--- src/rtl/bic_pkg.sv ---
package bic_pkg;
  localparam int unsigned OFS_EN   = 8'h00;
  localparam int unsigned OFS_ST   = 8'h04;
  localparam int unsigned OFS_CAP0 = 8'h10;
  localparam int unsigned CAP_STEP = 4;
  localparam int unsigned ERR_BIT  = 31;
  localparam int unsigned DW       = 32;
endpackage

--- src/rtl/bic_status.sv ---
module bic_status #(
  parameter int SW = 11
) (
  input  logic          clk,
  input  logic          rst_n,
  input  logic          en_wr,
  input  logic          clr_wr,
  input  logic [SW-1:0] wdata,
  input  logic [SW-1:0] evt,
  output logic [SW-1:0] en_q,
  output logic [SW-1:0] stat_q,
  output logic [SW-1:0] accept
);
  logic [SW-1:0] clr_mask;

  // an event is taken only when enabled and not already pending
  assign accept   = evt & en_q & ~stat_q;
  assign clr_mask = clr_wr ? wdata : '0;

  always_ff @(posedge clk or negedge rst_n) begin
    if (!rst_n) begin
      en_q   <= '0;
      stat_q <= '0;
    end else begin
      if (en_wr) en_q <= wdata;
      stat_q <= (stat_q & ~clr_mask) | accept;
    end
  end
endmodule

--- src/rtl/bic_capture.sv ---
module bic_capture #(
  parameter int NLVL = 7,
  parameter int IDW  = 8
) (
  input  logic                 clk,
  input  logic                 rst_n,
  input  logic [NLVL-1:0]      take,
  input  logic [NLVL*IDW-1:0]  id_in,
  input  logic [NLVL-1:0]      err_in,
  output logic [NLVL*IDW-1:0]  cap_id,
  output logic [NLVL-1:0]      cap_err
);
  for (genvar l = 0; l < NLVL; l++) begin : g_lvl
    always_ff @(posedge clk or negedge rst_n) begin
      if (!rst_n) begin
        cap_id[l*IDW +: IDW] <= '0;
        cap_err[l]           <= 1'b0;
      end else if (take[l]) begin
        cap_id[l*IDW +: IDW] <= id_in[l*IDW +: IDW];
        cap_err[l]           <= err_in[l];
      end
    end
  end
endmodule

--- src/rtl/bic_prio.sv ---
module bic_prio #(
  parameter int NLVL = 7,
  localparam int LW  = $clog2(NLVL + 1)
) (
  input  logic [NLVL-1:0] pend,
  output logic [LW-1:0]   lvl
);
  // scanning upward, the last hit is the highest level
  always_comb begin
    lvl = '0;
    for (int i = 0; i < NLVL; i++) begin
      if (pend[i]) lvl = LW'(i + 1);
    end
  end
endmodule

--- src/rtl/bic_top.sv ---
module bic_top
  import bic_pkg::*;
#(
  parameter int NLVL = 7,
  parameter int NSPC = 3,
  parameter int IDW  = 8,
  parameter int ADW  = 8,
  localparam int SW  = NLVL + 1 + NSPC,
  localparam int LW  = $clog2(NLVL + 1)
) (
  input  logic                clk,
  input  logic                rst_n,
  input  logic                reg_wr,
  input  logic [ADW-1:0]      reg_addr,
  input  logic [DW-1:0]       reg_wdata,
  output logic [DW-1:0]       reg_rdata,
  input  logic                own_evt,
  input  logic [NLVL-1:0]     lvl_evt,
  input  logic [NLVL*IDW-1:0] lvl_id,
  input  logic [NLVL-1:0]     lvl_err,
  input  logic [NSPC-1:0]     spc_evt,
  output logic                irq_out,
  output logic [LW-1:0]       top_lvl
);
  logic [SW-1:0]       evt_vec;
  logic [SW-1:0]       en_q;
  logic [SW-1:0]       stat_q;
  logic [SW-1:0]       accept;
  logic [NLVL*IDW-1:0] cap_id;
  logic [NLVL-1:0]     cap_err;
  logic                en_wr;
  logic                clr_wr;

  assign evt_vec = {spc_evt, lvl_evt, own_evt};
  assign en_wr   = reg_wr && (int'(reg_addr) == OFS_EN);
  assign clr_wr  = reg_wr && (int'(reg_addr) == OFS_ST);

  bic_status #(.SW(SW)) u_status (
    .clk    (clk),
    .rst_n  (rst_n),
    .en_wr  (en_wr),
    .clr_wr (clr_wr),
    .wdata  (reg_wdata[SW-1:0]),
    .evt    (evt_vec),
    .en_q   (en_q),
    .stat_q (stat_q),
    .accept (accept)
  );

  bic_capture #(.NLVL(NLVL), .IDW(IDW)) u_cap (
    .clk     (clk),
    .rst_n   (rst_n),
    .take    (accept[NLVL:1]),
    .id_in   (lvl_id),
    .err_in  (lvl_err),
    .cap_id  (cap_id),
    .cap_err (cap_err)
  );

  bic_prio #(.NLVL(NLVL)) u_prio (
    .pend (stat_q[NLVL:1] & en_q[NLVL:1]),
    .lvl  (top_lvl)
  );

  assign irq_out = |(stat_q & en_q);

  always_comb begin
    reg_rdata = '0;
    if (int'(reg_addr) == OFS_EN) reg_rdata[SW-1:0] = en_q;
    if (int'(reg_addr) == OFS_ST) reg_rdata[SW-1:0] = stat_q;
    for (int l = 0; l < NLVL; l++) begin
      if (int'(reg_addr) == OFS_CAP0 + CAP_STEP * l) begin
        reg_rdata[IDW-1:0] = cap_id[l*IDW +: IDW];
        reg_rdata[ERR_BIT] = cap_err[l];
      end
    end
  end
endmodule

--- config.mk ---
export PLATFORM = sky130hd
export DESIGN_NAME = bic_top
export DESIGN_NICKNAME = d
export VERILOG_FILES = /design/src/rtl/bic_pkg.sv /design/src/rtl/bic_status.sv /design/src/rtl/bic_capture.sv /design/src/rtl/bic_prio.sv /design/src/rtl/bic_top.sv
export SDC_FILE = /design/constraint.sdc
export NUM_CORES = 1
export LEC_CHECK = 0
export BUFFER_PORTS_ARGS = -buffer_cell sky130_fd_sc_hd__clkbuf_2
export CELL_PAD_IN_SITES_DETAIL_PLACEMENT = 1
export CELL_PAD_IN_SITES_GLOBAL_PLACEMENT = 2
export CORE_ASPECT_RATIO = 1.2
export CORE_MARGIN = 2
export CORE_UTILIZATION = 34
export CTS_CLUSTER_DIAMETER = 100
export DETAILED_ROUTE_END_ITERATION = 7
export PLACE_DENSITY = 0.89
export REMOVE_ABC_BUFFERS = 1
export SLEW_MARGIN = 40
export SYNTH_ARGS = -nofsm -noshare
export SYNTH_HDL_FRONTEND = slang
export SYNTH_SLANG_ARGS = --single-unit
--- constraint.sdc ---
create_clock -name clk -period 2.6 [get_ports clk]
set_input_delay 0.26 -clock clk [delete_from_list [all_inputs] [get_ports clk]]
set_output_delay 0.26 -clock clk [all_outputs]
set_load 0.005 [all_outputs]
Yosys cells after proc, flatten, opt, wreduce, memory -nomap -nowiden
Cells that the tools add are included.
W data, S select, Z words.

storage, ports and cells
  flip-flop bits (word level) = 85
  bits in latches = 0
  memory bits (writable) = 0
  memory bits (read-only) = 0
  output and inout bits = 36
  logic and storage cells = 60
  memories = 0

operators by class
  add/subtract/negate cells = 0
  multipliers = 0
  divide/modulo/power cells = 0
  magnitude comparators = 0
  equal/unequal tests = 8
  shift operators = 0
  muxes and demuxes = 24
  bitwise gates (word level) = 8
  reduce and logical (&&, ||, !) cells = 4

operators with widths
  operator              number
  $mux W8               7
  $and A11 B11 Y11      4
  $mux W11              3
  $eq A8 B5 Y1 const B  4
  $eq A8 B6 Y1 const B  3
  $not A11 Y11          2
  $mux W3               4
  $or A11 B11 Y11       1
  $reduce_or A11 Y1     1
  $eq A8 B3 Y1 const B  1
  $logic_not A8 Y1      1
  $mux W1               8
  $and A7 B7 Y7         1
  $mux W2               2
  $logic_and A1 B1 Y1   2

Longest topological paths before layout
  depth in word-level cells = 10
  depth in mapped cells = 6
  gate-level depth less buffers = 4

Hierarchy
A second synthesis with hierarchy kept.

second synthesis, totals
  cells, all modules = 400
  area total of the unflattened synthesis = 4824.6 sq um

modules (own cells, without submodules)
  module       times used  cells an instance  area an instance (sq um)  seq. area each (sq um)
  bic_capture  1           133                2601.2                    1576.5
  bic_top      1           179                1242.4                    0.0
  bic_status   1           78                 935.9                     550.5
  bic_prio     1           10                 45.0                      0.0

Least setup slack after synthesis
OpenSTA, ideal clock, no wires.

  path kind = input port to output port
  start point = input port reg_addr[5]
  end point = output port reg_rdata[0]
  data arrival time = 1.371 ns
  data required time = 2.340 ns
  slack = 0.969 ns
  stages = 5
  path buffers = 1
  cell sequence = or4b_1 buf_2 nor2_2 a21oi_1 o41ai_2

on the way
  word-level cells in the longest chain between the ends = 10
  elaborated cells on any way between the ends = 18
  classes of those cells = eq/ne (8); mux (9); reduce/logical (1)

ends and longest elaborated chain
  element                RTL line       text
  start: declaration     bic_top.sv:14  input logic [ADW-1:0] reg_addr,
  $logic_not A8 Y1       bic_top.sv:69  if (int'(reg_addr) == OFS_EN) reg_rdata[SW-1:0] = en_q;
  $mux W11               bic_top.sv:69
  $mux W11               bic_top.sv:70  if (int'(reg_addr) == OFS_ST) reg_rdata[SW-1:0] = stat_q;
  $mux W8 (6 in series)  bic_top.sv:72  if (int'(reg_addr) == OFS_CAP0 + CAP_STEP * l) begin
  $mux W8 (*)            bic_top.sv:72
  end: declaration       bic_top.sv:16  output logic [DW-1:0] reg_rdata,

Mark *: on every way between the ends. The rest lies on a longest branch, timed or not.

Worst setup path in the final report
  start point = input port reg_addr[5]
  end point = output port reg_rdata[2]

The elaborated chain is that of the path after synthesis.

==> run summary <==
outcome: finished with violations
failing checks: hold timing
Max Buffers Root-to-Sink: 2
worst setup path class: input port to primary output
Syn. warnings: 0
hold buffer count at CTS: 0
async set-reset flop share out of synthesis: 100%
H-tree depth: 3
drt total wl: 12.5 mm
RePlAce Congestion: 0.879
Post-Syn Area: 0.00449 mm^2
vias in the first global route: 3696
Root Driver: clkbuf_16
Fmax achieved: 0.454 GHz
die area: 0.0141 mm^2
Worst-Margin Slew: 665 ps
row count: 46
worst ir drop on vdd: 324 uV
critical path required time: 2340 ps
# DRC: 0
setup TNS: 0 ps
area grow syn2layout: 21.4%
Cells after DPL: 644
final HPWL from detailed placement: 9.77 mm
Hold Slack: -40.0 ps
DRT Pass-1 Iters: 4
Clock Sinks: 85
area leader, netlist: dfrtp_1
Synth Area per Inst: 11.9 um^2
Total GRT Usage: 18.9%
via-per-instance ratio: 5.12
Post-synth EDFFs: 0
I/O pin total: 153
synth unique cells: 56
Filler Cell Count: 1461
share of the synthesized area in the top cell type: 47.4%
Post-Layout Cell Count: 658
Starting Density: 34.3%
RSZ-0062 raised after global routing: no
Slew Limit Headroom: 55.6%
CTS tree: built
initial antenna violation count: 0
number of I/O port buffers: 111
Worst Reg2Reg Path Length in Cells: 2
largest net degree at the start of global routing: 86
Antenna Cells: 0
final core occ: 41.7%
Worst Path Max Fanout: 9
layout cells sized above 1: 47.6%
Lkg Pwr: 2.67 nW
Main synth FF type: dfrtp_1
R2R setup slack: 1050 ps
Worst Path Arrival: 1940 ps
Final Hold Vio Count: 64
via count: 3367
Synth Instances: 376
core area: 0.0131 mm^2
first-pass GRT wire length: 19.8 mm
r2r startpoint: u_status.stat_q[1]
# Max-Cap Violations: 0
die height: 130 um
CTS buffer count: 9
HP Class: input port to asynchronous set/reset pin
Pwr Density: 716 mW/mm^2
Period minus WS final: 2200 ps
Worst setup SP type: input port
grt total ovfl: 0
fin. max-slew vios: 0
clock-pin slew on the worst setup and hold paths: 60 ps
top post-synthesis cells by area: dfrtp_1 47%, mux2_2 20%, mux2i_1 3.8%, buf_4 3.5%, a21oi_1 1.9%
fin crit share: 84.7%
clk_skew: 7.21 ps
initial drt markers: 113
# setup viols final: 0
fin nets: 604
Die X-Extent: 109 um
Setup crit end kind: primary output
Routed WL per cell: 19.1 um
Yosys reg bits: 85
clock latency at the later pin of the worst-skew pair: 340 ps
RR Endpoint: u_cap.cap_id[6]
post_cts resized: 0
sequential fraction of the synthesis area: 47.4%
postcts setup bufs: 0
Antenna Nets Post-Route: 0
[through the flow]
step                cell area [um^2]  hold WS (ps)  worst slack (ps)  power, mW
floorplan                       4310         -35.6               920       2.39
global route                    5450          19.7               271       4.14
finish                          5450         -40.0               397       3.90
global placement                5170           466               470       2.68
CTS                             5450          12.7               389       3.95
detailed placement              5180           376               395       2.76
[worst max-delay path, stage by stage]
cell and delay, ps:
clkbuf_2 150, or4b_1 740, nor2_2 260, a21oi_1 120, o41ai_2 220, clkbuf_2 190
[layer usage]
metal	part of all wire, %	global-route usage (%)
met5	0	0
met4	2.2	7.32
met3	5.2	3.30
met2	51	33.2
met1	42	22.8
[cells by family after synthesis]
kind of cell | share of synthesized area (%)
muxes | 24.4
DFF | 47.4
and+or+nand+nor | 11.3
AOI/OAI and AO/OA | 11.2
buffers and inverters | 5.69
other | 0.0836
[cell usage in the layout (no fill, tap or decap), drive strengths merged, types with 3 or more instances in the layout]
cell type,n
nand3,6
a21bo,7
nor3,6
inv,3
dfrtp,85
o21ai,5
nor2,16
o22ai,5
mux2,80
or2,3
nand3b,9
o32ai,4
a22oi,5
nor4,3
buf,9
a21oi,17
conb,20
o22a,3
nor2b,3
clkbuf,123
nand2b,3
a31oi,5
mux2i,17
nand2,21
[cells in the mapped netlist (2+ instances only)]
cell type,count
a22o_1,2
mux2i_1,17
o2bb2ai_1,2
nor2b_1,3
clkbuf_1,8
a31oi_1,5
and4_1,2
buf_2,8
a21bo_2,7
a221oi_1,2
o21ai_0,4
a21oi_1,17
nand2b_1,3
nor2_1,13
nand3_1,6
o41ai_2,2
mux2_2,79
o32ai_1,4
a221o_1,2
o22ai_1,5
or2_2,3
dfrtp_1,85
a22oi_1,5
buf_4,21
nand3b_1,9
nor4_1,2
nand2_1,21
o22a_1,3
inv_1,3
nand4b_1,2
nor3_1,6
[power breakdown]
| part | leakage, nW | internal, mW | total (mW) | switching, mW |
|---|---|---|---|---|
| combinational | 1.42 | 0.471 | 0.795 | 0.323 |
| sequential | 1.12 | 1.68 | 1.93 | 0.245 |
| clock | 0.134 | 0.686 | 1.18 | 0.493 |
| total | 2.67 | 2.84 | 3.90 | 1.06 |
[worst max-delay path by stage]
| stage | to | start |
|---|---|---|
| floorplan | reg_rdata[0] | reg_addr[5] |
| global placement | reg_rdata[2] | reg_addr[5] |
| detailed placement | reg_rdata[2] | reg_addr[5] |
| CTS | reg_rdata[2] | reg_addr[5] |
| global route | reg_rdata[2] | reg_addr[5] |
| finish | reg_rdata[2] | reg_addr[5] |
[state kept, by name, summed over array words and instances, names as in the netlist]
| name | flops |
|---|---|
| u_status.en_q | 11 |
| u_cap.cap_id | 56 |
| u_status.stat_q | 11 |
| u_cap.cap_err | 7 |
[final cells by class]
cell class	instances	area [um^2]	area share, %
multi-input combinational	268	2180	39.9
sequential	85	2130	39.0
timing repair buffer	120	657	12.1
clock buffer	12	256	4.71
tap	168	210	3.86
inverter	3	11.3	0.207
clock inverter	2	10.0	0.184
Note: power is estimated with default switching activity, not from simulation.
